**src/rtl/pwm2ch_pkg.sv**
```systemverilog
package pwm2ch_pkg;
  parameter int NUM_CH   = 2;
  parameter int CNT_W    = 16;
  parameter int DIV_W    = 7;
  parameter int WORD_W   = 32;
  parameter int NUM_REGS = 8;
  localparam int REG_IDX_W = $clog2(NUM_REGS);
  // word placement of the per-channel count words and the shared control word
  localparam int DUTY_BASE = 0;
  localparam int CTRL_IDX  = 2;
  // control word layout
  localparam int OUT_EN_LSB  = 0;
  localparam int MUTE_LSB    = 2;
  localparam int DIV_LSB     = 8;
  localparam int LANE_STRIDE = 8;

  // strobes and settings handed from the register side to one lane
  typedef struct packed {
    logic             run;
    logic             mute;
    logic [DIV_W-1:0] div;
    logic [CNT_W-1:0] hi;
    logic [CNT_W-1:0] lo;
  } chanCfg_t;
endpackage

```
**src/rtl/pwm2ch_regs.sv**
```systemverilog
module pwm2ch_regs
  import pwm2ch_pkg::*;
#(
  parameter int ADDR_W = 5
) (
  input  logic                          clk,
  input  logic                          rstN,
  input  logic                          busWrite,
  input  logic [ADDR_W-1:0]             busAddr,
  input  logic [WORD_W-1:0]             busWdata,
  output logic [WORD_W-1:0]             busRdata,
  output logic [WORD_W-1:0]             ctrlWord,
  output logic [NUM_CH-1:0][WORD_W-1:0] dutyWord,
  output chanCfg_t [NUM_CH-1:0]         chanCfg
);
  localparam int BYTE_LSB = $clog2(WORD_W / 8);

  logic [NUM_REGS-1:0][WORD_W-1:0] regFile;
  logic [REG_IDX_W-1:0]            wordIdx;

  assign wordIdx = busAddr[BYTE_LSB +: REG_IDX_W];

  always_ff @(posedge clk or negedge rstN) begin
    if (!rstN) begin
      regFile <= '0;
    end else if (busWrite) begin
      for (int r = 0; r < NUM_REGS; r++) begin
        if (wordIdx == REG_IDX_W'(r)) regFile[r] <= busWdata;
      end
    end
  end

  assign busRdata = regFile[wordIdx];
  assign ctrlWord = regFile[CTRL_IDX];

  generate
    for (genvar c = 0; c < NUM_CH; c++) begin : g_cfg
      localparam int LANE_LSB = DIV_LSB + c * LANE_STRIDE;
      assign dutyWord[c]     = regFile[DUTY_BASE + c];
      assign chanCfg[c].run  = ctrlWord[OUT_EN_LSB + c] & ctrlWord[LANE_LSB + DIV_W];
      assign chanCfg[c].mute = ctrlWord[MUTE_LSB + c];
      assign chanCfg[c].div  = ctrlWord[LANE_LSB +: DIV_W];
      assign chanCfg[c].hi   = dutyWord[c][WORD_W-1 -: CNT_W];
      assign chanCfg[c].lo   = dutyWord[c][CNT_W-1:0];
    end
  endgenerate
endmodule

```
**src/rtl/pwm2ch_lane.sv**
```systemverilog
module pwm2ch_lane
  import pwm2ch_pkg::*;
(
  input  logic     clk,
  input  logic     rstN,
  input  chanCfg_t cfg,
  output logic     pwmOut
);
  logic [DIV_W-1:0] preCnt;
  logic [CNT_W:0]   pos;
  logic [CNT_W-1:0] shHi;
  logic [CNT_W-1:0] shLo;
  logic [CNT_W:0]   span;
  logic             tick;
  logic             lastPos;

  assign span    = {1'b0, shHi} + {1'b0, shLo};
  assign tick    = cfg.run && (preCnt == cfg.div);
  assign lastPos = (span == '0) || (pos == span - (CNT_W+1)'(1));

  always_ff @(posedge clk or negedge rstN) begin
    if (!rstN) begin
      preCnt <= '0;
      pos    <= '0;
      shHi   <= '0;
      shLo   <= '0;
    end else if (!cfg.run) begin
      // idle: clear the counters and keep the shadow tracking the live counts
      preCnt <= '0;
      pos    <= '0;
      shHi   <= cfg.hi;
      shLo   <= cfg.lo;
    end else begin
      preCnt <= tick ? '0 : preCnt + DIV_W'(1);
      if (tick) begin
        if (lastPos) begin
          pos  <= '0;
          shHi <= cfg.hi;
          shLo <= cfg.lo;
        end else begin
          pos <= pos + (CNT_W+1)'(1);
        end
      end
    end
  end

  assign pwmOut = cfg.run && !cfg.mute && (pos < {1'b0, shHi});
endmodule

```
**src/rtl/pwm2ch_datapath.sv**
```systemverilog
module pwm2ch_datapath
  import pwm2ch_pkg::*;
(
  input  logic                  clk,
  input  logic                  rstN,
  input  chanCfg_t [NUM_CH-1:0] chanCfg,
  output logic [NUM_CH-1:0]     pwmOut
);
  generate
    for (genvar c = 0; c < NUM_CH; c++) begin : g_lane
      pwm2ch_lane u_lane (
        .clk    (clk),
        .rstN   (rstN),
        .cfg    (chanCfg[c]),
        .pwmOut (pwmOut[c])
      );
    end
  endgenerate
endmodule

```
**src/rtl/pwm2ch_top.sv**
```systemverilog
module pwm2ch_top
  import pwm2ch_pkg::*;
(
  input  logic        clk,
  input  logic        rstN,
  input  logic        busWrite,
  input  logic [4:0]  busAddr,
  input  logic [31:0] busWdata,
  output logic [31:0] busRdata,
  output logic        pwmOutA,
  output logic        pwmOutB
);
  logic [WORD_W-1:0]             ctrlWord;
  logic [NUM_CH-1:0][WORD_W-1:0] dutyWord;
  logic [WORD_W-1:0]             dutyA;
  logic [WORD_W-1:0]             dutyB;
  chanCfg_t [NUM_CH-1:0]         chanCfg;
  logic [NUM_CH-1:0]             pwmOut;

  pwm2ch_regs #(.ADDR_W(5)) u_regs (
    .clk      (clk),
    .rstN     (rstN),
    .busWrite (busWrite),
    .busAddr  (busAddr),
    .busWdata (busWdata),
    .busRdata (busRdata),
    .ctrlWord (ctrlWord),
    .dutyWord (dutyWord),
    .chanCfg  (chanCfg)
  );

  pwm2ch_datapath u_dp (
    .clk     (clk),
    .rstN    (rstN),
    .chanCfg (chanCfg),
    .pwmOut  (pwmOut)
  );

  assign dutyA   = dutyWord[0];
  assign dutyB   = dutyWord[1];
  assign pwmOutA = pwmOut[0];
  assign pwmOutB = pwmOut[1];
endmodule

```
**config.mk**
```make
export PLATFORM = sky130hd
export DESIGN_NAME = pwm2ch_top
export DESIGN_NICKNAME = d
export VERILOG_FILES = /design/src/rtl/pwm2ch_pkg.sv /design/src/rtl/pwm2ch_regs.sv /design/src/rtl/pwm2ch_lane.sv /design/src/rtl/pwm2ch_datapath.sv /design/src/rtl/pwm2ch_top.sv
export SDC_FILE = /design/constraint.sdc
export NUM_CORES = 1
export LEC_CHECK = 0
export CORE_AREA = 2 2 236 238
export CTS_CLUSTER_DIAMETER = 50
export DETAILED_ROUTE_END_ITERATION = 10
export DIE_AREA = 0 0 238 240
export PLACE_DENSITY = 0.59
export SYNTH_ARGS = -nofsm -noshare
export SYNTH_HDL_FRONTEND = slang
export SYNTH_SLANG_ARGS = --single-unit
```
**constraint.sdc**
```tcl
create_clock -name clk -period 4.5 [get_ports clk]
set_input_delay 0.9 -clock clk [delete_from_list [all_inputs] [get_ports clk]]
set_output_delay 0.9 -clock clk [all_outputs]
set_load 0.005 [all_outputs]
```
# == Yosys cells after proc, flatten, opt, wreduce, memory -nomap -nowiden ==
# Index checks and enable logic that the tools add are counted.
# op_classes
n_mux,24
reduce_logical,23
n_addsub,8
n_eq_ne,15
magnitude_cmp,3
bitwise_logic,2
# ops
operator,count
two-way mux 16 bit,12
two-way mux 17 bit,6
binary-select mux 32 bit (select 3 bit),1
adder 16 x 16 -> 17 bit,2
adder 17 x 1 -> 17 bit (second input constant),2
== test 17 bit,2
logical NOT 17 bit,2
< comparator 17 x 16 -> 1 bit,2
subtractor 17 x 1 -> 17 bit (second input constant),2
two-way mux 32 bit,1
two-way mux 7 bit,4
AND reduction 2 bit,10
adder 7 x 1 -> 7 bit (second input constant),2
== test 7 bit,2
== test 3 bit (second input constant),4
!= test 2 x 1 -> 1 bit (second input constant),4
== test 3 x 2 -> 1 bit (second input constant),2
logical AND 1 bit,6
< comparator 3 x 4 -> 1 bit (second input constant),1
== test 3 x 1 -> 1 bit (second input constant),1
logical NOT 3 bit,1
AND 1 bit,2
logical NOT 1 bit,2
logical OR 1 bit,2
# totals
input_bits,40
out_inout_bits,34
reg_bits,368
wordCells,91

# == Depth between registers and ports, before layout ==
# logic_depth
depth_word,7
mapped_depth,18
ltp_nobuf,14

# == Modules after synthesis ==
# Synthesis repeated with hierarchy kept, for this count alone.
# unflattened
cells_unflattened,1875
area_unflattened_um2,21894.7
# modules_own_cells
module,area_each_um2,n_inst,cells_each
pwm2ch_regs,12867.3,1,969
pwm2ch_lane at u_dp.g_lane[1].u_lane,4539.4,1,448
pwm2ch_lane at u_dp.g_lane[0].u_lane,4488.1,1,458

# == Worst setup path after synthesis ==
# OpenSTA, ideal clock, no wires.
# synth_timing
path_kind,reg2reg
startpoint,register u_dp.g_lane[1].u_lane.shHi[4]
endpoint,register u_dp.g_lane[1].u_lane.shHi[11]
n_path_buf,5
stages_incl_launch_ff,18
setup_ns,0.126
path_slack_ns,-0.096
arrival_time_ns,4.470
period_less_slack_ns,4.596
cell_sequence,dfrtp_1 > ha_1 > buf_6 > or4_4 > a211oi_2 > a31oi_1 > o211a_1 > or3_1 > clkbuf_1 > or3_1 > xnor2_1 > or3_1 > or4_1 > buf_2 > or2_1 > buf_2 > buf_6 > a311o_1
# synth_between
elab_chain_len,6
word_cells_on_any_way,7
classes_between,add/sub (2); eq/ne (2); reduce/logical (3)
# synth_rtl
item,line_no,source
"start, declared",pwm2ch_lane.sv:11,logic [CNT_W-1:0] shHi;
"start signal, assigned",pwm2ch_lane.sv:31,shHi <= cfg.hi;
"start signal, assigned",pwm2ch_lane.sv:38,shHi <= cfg.hi;
adder 16 x 16 -> 17 bit (*),pwm2ch_lane.sv:17,"assign span = {1'b0, shHi} + {1'b0, shLo};"
subtractor 17 x 1 -> 17 bit,pwm2ch_lane.sv:19,assign lastPos = (span == '0) || (pos == span - (CNT_W+1)'(1));
== test 17 bit,pwm2ch_lane.sv:19,
logical OR 1 bit (*),pwm2ch_lane.sv:19,
!= test 2 x 1 -> 1 bit (no line) (*),-,
AND reduction 2 bit (no line) (*),-,
# Mark *: on every way between the ends. The rest lies on a longest branch, timed or not.
# A chain may end at the register's enable or synchronous reset.

# == Worst setup path after layout ==
# layout_timing
startpoint,register u_dp.g_lane[0].u_lane.shHi[6]
endpoint,register u_dp.g_lane[0].u_lane.shHi[10]
# layout_between
elab_chain_len,6
word_cells_on_any_way,7
classes_between,add/sub (2); eq/ne (2); reduce/logical (3)
# layout_rtl
item,line_no
"start, declared",pwm2ch_lane.sv:11
"start signal, assigned",pwm2ch_lane.sv:31
"start signal, assigned",pwm2ch_lane.sv:38
adder 16 x 16 -> 17 bit (*),pwm2ch_lane.sv:17
subtractor 17 x 1 -> 17 bit,pwm2ch_lane.sv:19
== test 17 bit,pwm2ch_lane.sv:19
logical OR 1 bit (*),pwm2ch_lane.sv:19
!= test 2 x 1 -> 1 bit (no line) (*),-
AND reduction 2 bit (no line) (*),-
# Marked as above.

==> impl_metrics.tcl <==
set metrics [dict create \
    outcome "finished, final reports clean" \
    max_slew.worst_pin.slew_ns 0.841 \
    viasPerCell 5.82 \
    grt_overflow 0 \
    drt_iter0_markers 1049 \
    synth_area_sq_um 21500 \
    swShare 0.402 \
    instances_no_fill 2752 \
    p_int_mw 10.5 \
    grt_pass1_vias 16300 \
    timing.final.crit_share 0.971 \
    drv_cap 0 \
    cts.root.buffer_cell "clkbuf_16" \
    p_per_area_nw_per_um2 693 \
    p_switching_mw 7.04 \
    io_buffers 71 \
    dieArea_sq_um 57100 \
    num_antenna_cells 0 \
    cts_sinks 368 \
    pwr-share-comb 0.503 \
    leakage_nw 10.6 \
    postCtsHoldBufs 0 \
    cp.arrival_ns 4.82 \
    vias 16000 \
    synth_cell_type_count 77 \
    gr-usage-all-layers 0.206 \
    ys_ff_latch 368 \
    drc 0 \
    fin_ws_ns 0.130 \
    die_w_um 238 \
    r2r_slack_ns 0.13 \
    synthCells 1920 \
    synthTopCellsByArea "dfrtp_1, mux2_2, mux4_2" \
    finClkSkew_ns 0.0185 \
    dp_worst_setup_slack_ns 0.00340 \
    async_flop_share 1.00 \
    placed_cells 2658 \
    fmax_mhz 229 \
    drive_gt1_frac 0.285 \
    synth.most_common_cell "dfrtp_1" \
    finalNetCount 2123 \
    die_h_um 240 \
    min_period_ns 4.37 \
    critPathSlowestCell "dfrtp_2" \
    synth_area_per_cell_sq_um 11.2 \
    post_drt_wl_per_cell_um 21.3 \
    io_pins 74 \
    worst_r2r_path_depth 14 \
    max_slew_margin 0.425 \
    syn_nets 2030 \
    ant_nets 0 \
    synth_area_leader_cell "dfrtp_1" \
    r2r-end "u_dp.g_lane[0].u_lane.shHi[10]" \
    synth_ff_type "dfrtp_1" \
    cts_buffers 44 \
    cp_cell_sequence "ha_1 > a21o_1 > or4_1 > o211ai_1 > nor2_2 > or3_1 > buf_4 > o31a_1 > or3_1 > a21oi_2 > o211ai_1 > or2_1 > buf_12 > a311o_1" \
    first_pass_iters 4 \
    clk_pin_slew_ns 0.06 \
    hold_viol_final 0 \
    grt_pass1_wl_um 92500 \
    maxSlewViolCount 0 \
    grt_max_degree 102 \
    yosys_warnings 0 \
    clkLatencyLatePin_ns 0.58 \
    synth_largest_type_area_fraction 0.427 \
    area_delta_synth_final_pct 17.2 \
    seqPwrFrac 0.283 \
    netlist_top_cells_count "dfrtp_1, mux2_2, nand2_1" \
    crit_fanout 18 \
    synth-edff-count 0 \
    dp_hpwl_um 39900 \
    core_area_sq_um 54700 \
    routed_wl_um 58500 \
    max_stage_delay_ns 0.46 \
    end_kind "flip-flop" \
    clk_path_buf_depth 3 \
    htreeDepth 2 \
    cp_data_required_time_ns 4.95 \
    r2r-start "u_dp.g_lane[0].u_lane.shHi[6]" \
    vdd_drop_max_mv 0.450 \
    initial_core_util 0.394 \
    cp_top_family "simple AND/OR/NAND/NOR gates" \
    pwr-share-clk 0.214 \
    hold_class "input pin to asynchronous set/reset pin" \
    rows 86 \
    ys_seq_area_frac 0.427 \
    antenna_found_initial 0 \
    startpoint_type "flip-flop" \
    gp_congestion 0.867 \
    cp_num_buf_inv 2 \
    power_mw 17.5 \
    setup_viol 0 \
    cts_tree "yes" \
    worstSetupPathType "flip-flop to flip-flop" \
]
worst max path at each step:
stage,slack [ns],endpoint,cells after the start,from
finish,0.13,u_dp.g_lane[0].u_lane.shHi[10],14,u_dp.g_lane[0].u_lane.shHi[6]
global route,-0.04,u_dp.g_lane[0].u_lane.shHi[10],14,u_dp.g_lane[0].u_lane.shHi[6]
CTS,0.004,u_dp.g_lane[1].u_lane.shLo[1],15,u_dp.g_lane[1].u_lane.shLo[0]
detailed placement,0.003,u_dp.g_lane[1].u_lane.pos[2],16,u_dp.g_lane[1].u_lane.shLo[0]
global placement,0.08,u_dp.g_lane[1].u_lane.pos[2],15,u_dp.g_lane[1].u_lane.shLo[2]
floorplan,-0.03,u_dp.g_lane[1].u_lane.shHi[11],17,u_dp.g_lane[1].u_lane.shLo[4]
cells in the final DEF (no fill, tap or decap), drive strengths merged, types with 12 or more instances in the layout:
cell / synthesis / layout
o221ai: 18 / 18
o311ai: 16 / 16
o21ai: 49 / 49
xor2: 46 / 46
nor2: 72 / 72
xnor2: 60 / 60
and2: 12 / 12
dfrtp: 368 / 368
mux4: 64 / 64
a31oi: 24 / 24
nor3: 32 / 32
o22ai: 16 / 16
a311o: 25 / 25
buf: 22 / 99
nand2: 187 / 187
nand3: 30 / 30
a21o: 34 / 34
or3: 20 / 20
and3: 16 / 16
clkdlybuf4s50: 0 / 65
ha: 68 / 68
inv: 46 / 51
clkbuf: 100 / 65
mux2: 290 / 290
a21oi: 42 / 42
a2bb2oi: 24 / 24
nor4: 26 / 26
o211ai: 73 / 73
cells by family (layout without fill, tap and decap cells):
family                     count (synthesis)  after routing  share of synthesized area
muxes                                    358            358                      0.220
buffers and inverters                    168            296                     0.0308
xor gates and xnor gates                 107            107                     0.0442
AOI/OAI and AO/OA                        380            380                      0.129
adders and majority gates                 70             70                     0.0413
DFF                                      368            368                      0.427
and+or+nand+nor                          469            469                      0.107
timing repair:
item                                    4_1_cts  5_1_grt
cloned                                        0        2
pin swaps                                     1        4
endpoints found under the setup margin        4       98
setup buffers                                 1       10
resized for setup                             3       31
power by group through the flow:
stage / clock network [mW] / logic (mW) / registers, mW
floorplan: 0 / 5.96 / 4.59
global placement: 0 / 8.06 / 4.94
detailed placement: 0 / 8.29 / 4.99
CTS: 3.85 / 8.33 / 4.93
global route: 3.99 / 9.68 / 5.04
finish: 3.75 / 8.81 / 4.95
layer usage:
layer,part of all wire,up-vias,track usage,wire [um]
li1,-,7419,-,-
met4,0.022,0,0.0559,1280
met3,0.041,72,0.0307,2410
met5,0,-,0,0
met1,0.45,8225,0.279,26500
met2,0.48,311,0.346,28300
sequential cells by signal (all words and copies together), names as in the netlist:
| signal | count |
|---|---|
| u_dp.g_lane.u_lane.pos | 34 |
| u_regs.ctrlWord | 32 |
| u_regs.regFile | 160 |
| u_dp.g_lane.u_lane.shLo | 32 |
| u_regs.chanCfg | 64 |
| u_dp.g_lane.u_lane.preCnt | 14 |
| u_dp.g_lane.u_lane.shHi | 32 |
cell type report:
class                   count  area (sq um)
well taps                 704           881
repair buffers            169          1610
flip-flops and latches    368          9210
clock inverters            19           255
inverters                  46           173
multi-input cells        1384         11800
clock buffers              62          1280
fillers                  5060         29400
stage by stage:
| stage | util | hold WS, ns | cell area, sq um | setup TNS (ns) |
|---|---|---|---|---|
| 2_1_floorplan | - | 0.466 | 21600 | -0.0306 |
| 3_3_place_gp | 0.430 | 0.481 | 23500 | 0 |
| 3_5_place_dp | 0.430 | 0.488 | 23500 | 0 |
| 4_1_cts | 0.458 | 0.385 | 25000 | 0 |
| 5_1_grt | 0.462 | 0.421 | 25200 | -0.505 |
| 6_report | 0.462 | 0.370 | 25200 | 0 |
Power figures use the tool's default switching activity.
